$ cat config.mk
export PLATFORM = sky130hd
export DESIGN_NAME = hla_add64
export DESIGN_NICKNAME = d
export VERILOG_FILES = /design/src/rtl/hla_pkg.sv /design/src/rtl/hla_cla_grp.sv /design/src/rtl/hla_low_half.sv /design/src/rtl/hla_dual_chunk.sv /design/src/rtl/hla_add64.sv
export SDC_FILE = /design/constraint.sdc
export NUM_CORES = 1
export LEC_CHECK = 0
export CAP_MARGIN = 0
export CORE_MARGIN = 3
export CORE_UTILIZATION = 25
export CTS_CLUSTER_DIAMETER = 50
export DETAILED_ROUTE_END_ITERATION = 16
export DONT_BUFFER_PORTS = 1
export SYNTH_ARGS = -nofsm -noshare
export SYNTH_HDL_FRONTEND = slang
export SYNTH_HIERARCHICAL = 1
export SYNTH_SLANG_ARGS = --single-unit
$ cat constraint.sdc
create_clock -name clk -period 6.25 [get_ports clk]
set_input_delay 0.625 -clock clk [delete_from_list [all_inputs] [get_ports clk]]
set_output_delay 0.625 -clock clk [all_outputs]
set_load 0.01 [all_outputs]
$ cat src/rtl/hla_pkg.sv
package hla_pkg;

  // Widest generate/propagate vector a lookahead term may span.
  localparam int LA_MAX = 16;

  function automatic logic bit_gen(input logic a, input logic b);
    return a & b;
  endfunction

  function automatic logic bit_prop(input logic a, input logic b);
    return a ^ b;
  endfunction

  function automatic logic bit_kill(input logic a, input logic b);
    return ~(a | b);
  endfunction

  // Carry into position j, written in flat sum-of-products form:
  // OR over k<j of g[k] AND p[k+1..j-1], plus p[0..j-1] AND c0.
  function automatic logic la_carry(input logic [LA_MAX-1:0] g,
                                    input logic [LA_MAX-1:0] p,
                                    input logic c0, input int j);
    logic res;
    logic term;
    res = 1'b0;
    for (int k = 0; k < LA_MAX; k++) begin
      if (k < j) begin
        term = g[k];
        for (int m = 0; m < LA_MAX; m++)
          if (m > k && m < j) term = term & p[m];
        res = res | term;
      end
    end
    term = c0;
    for (int m = 0; m < LA_MAX; m++)
      if (m < j) term = term & p[m];
    return res | term;
  endfunction

endpackage

$ cat src/rtl/hla_cla_grp.sv
module hla_cla_grp
  import hla_pkg::*;
#(
  parameter int GW = 4
) (
  input  logic [GW-1:0] a,
  input  logic [GW-1:0] b,
  input  logic          cin,
  output logic [GW-1:0] sum,
  output logic          grp_g,
  output logic          grp_a
);

  logic [GW-1:0] g;
  logic [GW-1:0] p;
  logic [GW-1:0] c;

  always_comb begin
    for (int i = 0; i < GW; i++) begin
      g[i] = bit_gen(a[i], b[i]);
      p[i] = bit_prop(a[i], b[i]);
    end
    for (int i = 0; i < GW; i++)
      c[i] = la_carry(LA_MAX'(g), LA_MAX'(p), cin, i);
    sum   = p ^ c;
    grp_g = la_carry(LA_MAX'(g), LA_MAX'(p), 1'b0, GW);
    grp_a = &p;
  end

endmodule

$ cat src/rtl/hla_low_half.sv
module hla_low_half
  import hla_pkg::*;
#(
  parameter int W  = 32,
  parameter int GW = 4
) (
  input  logic [W-1:0] a,
  input  logic [W-1:0] b,
  input  logic         cin,
  output logic [W-1:0] sum,
  output logic         cout
);

  localparam int NG = W / GW;

  logic [NG-1:0] grp_g;
  logic [NG-1:0] grp_a;
  logic [NG:0]   grp_c;

  for (genvar gi = 0; gi < NG; gi++) begin : g_grp
    hla_cla_grp #(.GW(GW)) u_grp (
      .a     (a[gi*GW +: GW]),
      .b     (b[gi*GW +: GW]),
      .cin   (grp_c[gi]),
      .sum   (sum[gi*GW +: GW]),
      .grp_g (grp_g[gi]),
      .grp_a (grp_a[gi])
    );
  end

  // Second lookahead level over the group generate/propagate terms.
  always_comb begin
    for (int gi = 0; gi <= NG; gi++)
      grp_c[gi] = la_carry(LA_MAX'(grp_g), LA_MAX'(grp_a), cin, gi);
  end

  assign cout = grp_c[NG];

endmodule

$ cat src/rtl/hla_dual_chunk.sv
module hla_dual_chunk
  import hla_pkg::*;
#(
  parameter int W = 8
) (
  input  logic [W-1:0] a,
  input  logic [W-1:0] b,
  output logic [W-1:0] sum0,
  output logic         cout0,
  output logic [W-1:0] sum1,
  output logic         cout1
);

  logic [W-1:0] g, p, k;
  logic [W:0]   c0, c1;

  always_comb begin
    c0[0] = 1'b0;
    c1[0] = 1'b1;
    for (int i = 0; i < W; i++) begin
      g[i] = bit_gen(a[i], b[i]);
      p[i] = bit_prop(a[i], b[i]);
      k[i] = bit_kill(a[i], b[i]);
      c0[i+1] = g[i] | (~k[i] & c0[i]);
      c1[i+1] = g[i] | (~k[i] & c1[i]);
    end
    sum0  = p ^ c0[W-1:0];
    sum1  = p ^ c1[W-1:0];
    cout0 = c0[W];
    cout1 = c1[W];
  end

endmodule

$ cat src/rtl/hla_add64.sv
module hla_add64
  import hla_pkg::*;
#(
  parameter int W       = 64,
  parameter int LOW_W   = 32,
  parameter int CHUNK_W = 8,
  parameter int GRP_W   = 4
) (
  input  logic         clk,
  input  logic         rst,
  input  logic         in_vld,
  input  logic [W-1:0] in_a,
  input  logic [W-1:0] in_b,
  input  logic         in_cin,
  output logic         out_vld,
  output logic [W-1:0] out_sum,
  output logic         out_cout
);

  localparam int HIGH_W = W - LOW_W;
  localparam int NCH    = HIGH_W / CHUNK_W;

  // ---------------- stage 1: lookahead and precompute ----------------
  logic [LOW_W-1:0]  low_sum;
  logic              low_cout;
  logic [HIGH_W-1:0] pre_sum0, pre_sum1;
  logic [NCH-1:0]    pre_co0, pre_co1;

  hla_low_half #(.W(LOW_W), .GW(GRP_W)) u_low (
    .a    (in_a[LOW_W-1:0]),
    .b    (in_b[LOW_W-1:0]),
    .cin  (in_cin),
    .sum  (low_sum),
    .cout (low_cout)
  );

  for (genvar ci = 0; ci < NCH; ci++) begin : g_chunk
    hla_dual_chunk #(.W(CHUNK_W)) u_chunk (
      .a     (in_a[LOW_W + ci*CHUNK_W +: CHUNK_W]),
      .b     (in_b[LOW_W + ci*CHUNK_W +: CHUNK_W]),
      .sum0  (pre_sum0[ci*CHUNK_W +: CHUNK_W]),
      .cout0 (pre_co0[ci]),
      .sum1  (pre_sum1[ci*CHUNK_W +: CHUNK_W]),
      .cout1 (pre_co1[ci])
    );
  end

  logic              s1_vld;
  logic [LOW_W-1:0]  s1_low_sum;
  logic              s1_c32;
  logic [HIGH_W-1:0] s1_sum0, s1_sum1;
  logic [NCH-1:0]    s1_co0, s1_co1;

  always_ff @(posedge clk) begin
    if (rst) s1_vld <= 1'b0;
    else     s1_vld <= in_vld;
  end

  always_ff @(posedge clk) begin
    s1_low_sum <= low_sum;
    s1_c32     <= low_cout;
    s1_sum0    <= pre_sum0;
    s1_sum1    <= pre_sum1;
    s1_co0     <= pre_co0;
    s1_co1     <= pre_co1;
  end

  // ---------------- stage 2: chunk-wide selection ----------------
  logic [NCH:0]      sel_carry;
  logic [HIGH_W-1:0] hi_sum;

  always_comb begin
    sel_carry[0] = s1_c32;
    for (int ci = 0; ci < NCH; ci++) begin
      hi_sum[ci*CHUNK_W +: CHUNK_W] = sel_carry[ci] ? s1_sum1[ci*CHUNK_W +: CHUNK_W]
                                                    : s1_sum0[ci*CHUNK_W +: CHUNK_W];
      sel_carry[ci+1] = sel_carry[ci] ? s1_co1[ci] : s1_co0[ci];
    end
  end

  always_ff @(posedge clk) begin
    if (rst) out_vld <= 1'b0;
    else     out_vld <= s1_vld;
  end

  always_ff @(posedge clk) begin
    out_sum  <= {hi_sum, s1_low_sum};
    out_cout <= sel_carry[NCH];
  end

  // ---------------- checking aids ----------------
  // Edges since reset release, saturating at 2; guards $past depth.
  logic [1:0] warm_q;
  always_ff @(posedge clk) begin
    if (rst)                 warm_q <= 2'd0;
    else if (warm_q != 2'd2) warm_q <= warm_q + 2'd1;
  end

  logic [W:0]     chk_in_total;
  logic [LOW_W:0] chk_low_total;
  assign chk_in_total  = {1'b0, in_a} + {1'b0, in_b} + (W+1)'(in_cin);
  assign chk_low_total = {1'b0, in_a[LOW_W-1:0]} + {1'b0, in_b[LOW_W-1:0]}
                       + (LOW_W+1)'(in_cin);


  sum_match_chk: assert property (@(posedge clk) disable iff (rst)
    (warm_q == 2'd2 && out_vld) |-> ({out_cout, out_sum} == $past(chk_in_total, 2)));


  vld_latency_chk: assert property (@(posedge clk) disable iff (rst)
    (warm_q == 2'd2) |-> (out_vld == $past(in_vld, 2)));


  rst_clear_chk: assert property (@(posedge clk) disable iff (rst)
    $past(rst) |-> (!out_vld && !s1_vld));


  low_carry_chk: assert property (@(posedge clk) disable iff (rst)
    low_cout == chk_low_total[LOW_W]);

  for (genvar ci = 0; ci < NCH; ci++) begin : g_chunk_chk

    pair_step_chk: assert property (@(posedge clk) disable iff (rst)
      {pre_co1[ci], pre_sum1[ci*CHUNK_W +: CHUNK_W]} ==
      (CHUNK_W+1)'({pre_co0[ci], pre_sum0[ci*CHUNK_W +: CHUNK_W]} + (CHUNK_W+1)'(1)));
  end

endmodule

* After elaboration in Yosys (flattened, before gate mapping) *
Index checks and enable logic that the tools add are counted.

word-level totals
  output and inout bits = 66
  bits in read-only memories = 0
  input bits = 132
  bits in latches = 0
  word-level logic and storage cells = 534
  bits in registers = 172
  memory bits (writable) = 0
  memories = 0

operators by class
  bitwise operators = 508
  order comparisons = 0
  divide/modulo/power cells = 0
  reductions and logical operators = 8
  $add $sub $neg = 0
  shift operators = 0
  equality and inequality tests = 0
  muxes and demuxes = 8
  $mul = 0

operators with widths
  cell                 count
  1-bit AND            228
  1-bit bitwise OR     200
  1-bit XOR            64
  8-bit XOR            8
  8-bit 2-to-1 mux     4
  4-bit AND reduction  8
  4-bit XOR            8
  1-bit 2-to-1 mux     4

* Logic depth before layout (Yosys ltp) *
  depth after elaboration = 25
  mapped depth = 12
  depth with buffers taken out = 12

* By module *
Netlist, hierarchy kept.

by module, submodules not included
  module                                   area an instance (um^2)  times used  seq. area each (um^2)  cells an instance
  hla_add64                                3906.2                   1           3443.3                 211
  hla_dual_chunk                           372.9                    4           0.0                    34
  hla_cla_grp at u_low.g_grp[1].u_grp ...  180.2                    6           0.0                    23
  hla_cla_grp at u_low.g_grp[7].u_grp      177.7                    1           0.0                    24
  hla_cla_grp at u_low.g_grp[0].u_grp      162.7                    1           0.0                    20
  hla_low_half                             120.1                    1           0.0                    15

* Worst setup path after synthesis *
Ideal clock, no wire load.

  path kind = input-to-reg
  from = in in_a[40]
  to = reg s1_sum1[15]
  arrival time = 3.347 ns
  setup time = 0.131 ns
  required time = 6.119 ns
  slack = 2.772 ns
  buffers on the path = 0
  cell stages on the path = 12
  path through = inv_1 -> ha_1 -> inv_1 -> fa_1 -> fa_1 -> fa_1 -> fa_1 -> inv_1 -> fa_1 -> inv_1 -> fa_1 -> fa_1

on the way
  longest elaborated chain between the ends = 15
  elaborated cells between the ends (all ways) = 16
  those cells by class = 16 x bitwise

ends and longest elaborated chain
  element                                               RTL line                     RTL
  start: declaration                                    hla_add64.sv:12              input logic [W-1:0] in_a,
  1-bit AND / 1-bit bitwise OR (equally long branches)  hla_pkg.sv:7, hla_pkg.sv:15
  1-bit bitwise OR *                                    hla_dual_chunk.sv:25         c1[i+1] = g[i] | (~k[i] & c1[i]);
  1-bit AND *                                           hla_dual_chunk.sv:25
  1-bit bitwise OR *                                    hla_dual_chunk.sv:25
  1-bit AND *                                           hla_dual_chunk.sv:25
  1-bit bitwise OR *                                    hla_dual_chunk.sv:25
  1-bit AND *                                           hla_dual_chunk.sv:25
  1-bit bitwise OR *                                    hla_dual_chunk.sv:25
  1-bit AND *                                           hla_dual_chunk.sv:25
  1-bit bitwise OR *                                    hla_dual_chunk.sv:25
  1-bit AND *                                           hla_dual_chunk.sv:25
  1-bit bitwise OR *                                    hla_dual_chunk.sv:25
  1-bit AND *                                           hla_dual_chunk.sv:25
  1-bit bitwise OR *                                    hla_dual_chunk.sv:25
  8-bit XOR *                                           hla_dual_chunk.sv:28         sum1 = p ^ c1[W-1:0];
  via pre_sum1[15]                                      hla_add64.sv:26              logic [HIGH_W-1:0] pre_sum0, pre_sum1;
  end signal: assignment                                hla_add64.sv:63              s1_sum1 <= pre_sum1;
  end: declaration                                      hla_add64.sv:51              logic [HIGH_W-1:0] s1_sum0, s1_sum1;

Mark *: on every way through the listed nets, which the timed path passes. The rest lies on a longest branch.
A chain may end at the register's enable or synchronous reset.

* Worst setup path in the final report *
Ends and elaborated chain as after synthesis.

==> results.cfg <==
[status]
status = finished clean

[grt]
grt_start_max_net_pins = 18
antenna_violations_before_repair = 0
grt_pass1_vias = 3838
wire_length_of_the_first_global_routing_pass_mm = 21.0
grt_usage = 0.0913
globalRouteOverflowTotal = 0

[cells_and_area]
n_antenna_cell = 0
layout.core_utilization = 0.295
drive_gt1_frac = 0.139
syn2layout_area_growth_pct = 15.1
finish.net_count = 806

[min_path]
worst_hold_path_type = in -> reg

[critical_path]
cp_slowest_stage_delay_ns = 0.44
cp.required_ns = 6.54
rrSetupSlack_ns = 3.37
timing.setup.critical_path_class = in -> reg
worst-path-buf-inv = 4
startpoint_type = input pin
timing.critical_path.mode_cell = sky130_fd_sc_hd__fa_1
arrival_ns = 3.53
r2r_start = s1_c32
timing.critical_path.slowest_stage_cell = sky130_fd_sc_hd__fa_1
crit_chain = inv_1 > ha_1 > inv_1 > fa_1 > fa_1 > fa_1 > fa_1 > inv_1 > fa_1 > inv_1 > fa_1 > fa_1
worstReg2RegEnd = out_cout
cp-startpoint = in_a[40]
critPathMaxFanout = 2
largest_delay_share_family_worst_path = adder cells
cp-endpoint = s1_sum1[15]
worstSetupEndpointType = flop
worst-path-stages = 12
worst_r2r_path_depth = 4

[sta]
post_route_clock_skew_ns = 0.0107
period_needed_ns = 3.24
rsz0062_at_grt = false
setup_slack_ns = 3.01
slew_violations = 0
final_hold_vios = 0
fin_setup_tns_ns = 0
worst-slew-pin-transition_ns = 0.559
setup_viol = 0
slew_headroom = 0.627
max_freq_mhz = 309
period_share = 0.518

[drt]
route.vias.total = 3584
wl_per_cell_um = 14.1
ant_nets = 0
drt_drc_violations_left = 0
initialDrtViolationCount = 102
firstDrtPassIters = 4
route.detailed.vias_per_inst = 3.78
drt-total-wl_mm = 13.3

[cts]
cts_htree_levels = 4
cts_inserted_buffers = 17
ctsRootBufferMaster = sky130_fd_sc_hd__clkbuf_16
worstSkewPairLatency_ns = 0.42
clock_sinks = 172
cts.clk_slew.worst_paths_ns = 0.07
cts.hold.buffers_added = 0
resize_count_post_cts = 0
tritoncts_clock_tree = done
max-clock-path-buffers = 2
cts.repair_timing.setup_buffer_count = 0

[logic_synthesis]
synth_top_area_share = 0.496
synth_top_cells_by_area = sky130_fd_sc_hd__dfxtp_1 (50%), sky130_fd_sc_hd__fa_1 (18%), sky130_fd_sc_hd__ha_1 (8.7%), sky130_fd_sc_hd__inv_1 (5.4%), sky130_fd_sc_hd__mux2_2 (5.4%)
synth.ff_latch_count = 172
synth-seq-area-share = 0.496
yosysWarningCount = 6
syn_area_sq_um = 6940
synthesis.instances = 544
ys_async_sr_fraction = 0
syn_nets = 788
number_of_flops_mapped_to_enable_cells_by_yosys = 0
synthDominantAreaCellType = sky130_fd_sc_hd__dfxtp_1
yosysUniqueCellTypes = 23
yosysMostFrequentCell = sky130_fd_sc_hd__dfxtp_1
postSynthAreaPerCell_sq_um = 12.8
netlist_top_cells_count = sky130_fd_sc_hd__dfxtp_1 (172), sky130_fd_sc_hd__inv_1 (100), sky130_fd_sc_hd__fa_1 (64)
synth-main-ff-cell = sky130_fd_sc_hd__dfxtp_1

[placed_design]
gp_routability_congestion = 0.743
place_ws_ns = 2.56
dpl.hpwl_mm = 10.9
portBuffers = 0

[power]
design_power_total_uw = 2850
power.static_leakage_uw = 0.00354
powerDensity_nw_per_um2 = 357
max-vdd-ir-drop_mv = 0.147

[die]
die_w_um = 173
die-area_sq_um = 29800
placementRows = 60
initial_utilization = 0.256
floorplan.die.height_um = 173
core_region_area_sq_um = 27100
io_pins = 198

[run]
max_cap_violations = 0
## stage by stage
step | hold slack (ns) | area (sq um) | instances
after CTS | 0.257 | 7980 | 947
after floorplan | 0.310 | 6940 | 544
after detailed placement | 0.312 | 7390 | 915
after global routing | 0.252 | 7980 | 947
after global placement | 0.310 | 7390 | 915
final | 0.281 | 7980 | 947
## layout make-up
| class | count | area (sq um) |
|---|---|---|
| Multi-Input combinational cell | 271 | 3110 |
| Sequential cell | 172 | 3440 |
| Clock inverter | 14 | 151 |
| Inverter | 100 | 375 |
| Clock buffer | 18 | 439 |
| Fill cell | 2728 | 19100 |
| Tap cell | 372 | 465 |
## metal layers
layer  track usage  wire, um
met1         0.104      5310
met4        0.0321       206
met5             0         0
met3        0.0314       921
met2         0.160      6880
## worst min path at each step
stage,slack [ns],startpoint,to,cells past startpoint
6_report,0.28,rst,out_vld,1
5_1_grt,0.25,rst,s1_vld,1
4_1_cts,0.26,rst,out_vld,1
3_5_place_dp,0.31,s1_low_sum[10],out_sum[10],0
3_3_place_gp,0.31,s1_low_sum[9],out_sum[9],0
2_1_floorplan,0.31,s1_low_sum[0],out_sum[0],0
## logic make-up (layout without fill, tap and decap cells)
group	count (synthesis)	count (layout)	share of synthesized area
mux	36	36	0.0633
flops	172	172	0.496
xor+xnor	24	24	0.0303
fa+ha+maj	112	112	0.271
buf+inv	101	132	0.0557
compound gates	62	62	0.0572
simple gates	37	37	0.0261
## power breakdown
part / switching (uW) / leakage (uW) / internal, uW
clock: 475 / 0.000288 / 576
sequential: 141 / 0.00145 / 1330
combinational: 155 / 0.00180 / 169
## registers in the layout (all words and copies together) (netlist names)
name        cells
s1_c32          1
s1_vld          1
out_vld         1
out_cout        1
s1_sum1        32
s1_co1          4
out_sum        64
s1_co0          4
s1_low_sum     32
s1_sum0        32
## placed cells by master, fill, tap and decap left out, types with 3 or more instances in the layout
cell                        instances
sky130_fd_sc_hd__o211ai_1           9
sky130_fd_sc_hd__a21o_2             3
sky130_fd_sc_hd__clkinv_4           4
sky130_fd_sc_hd__mux2_2            33
sky130_fd_sc_hd__and4_2             6
sky130_fd_sc_hd__nand2_1           19
sky130_fd_sc_hd__o21a_1             9
sky130_fd_sc_hd__clkbuf_16         17
sky130_fd_sc_hd__nor2_1            10
sky130_fd_sc_hd__a21oi_1           25
sky130_fd_sc_hd__a21o_1             3
sky130_fd_sc_hd__ha_1              48
sky130_fd_sc_hd__xnor2_1           15
sky130_fd_sc_hd__dfxtp_1          172
sky130_fd_sc_hd__inv_1            100
sky130_fd_sc_hd__inv_6              4
sky130_fd_sc_hd__xor2_1             9
sky130_fd_sc_hd__fa_1              64
sky130_fd_sc_hd__mux2i_4            3
sky130_fd_sc_hd__o21ai_0            9
(Power assumes the default switching activity.)
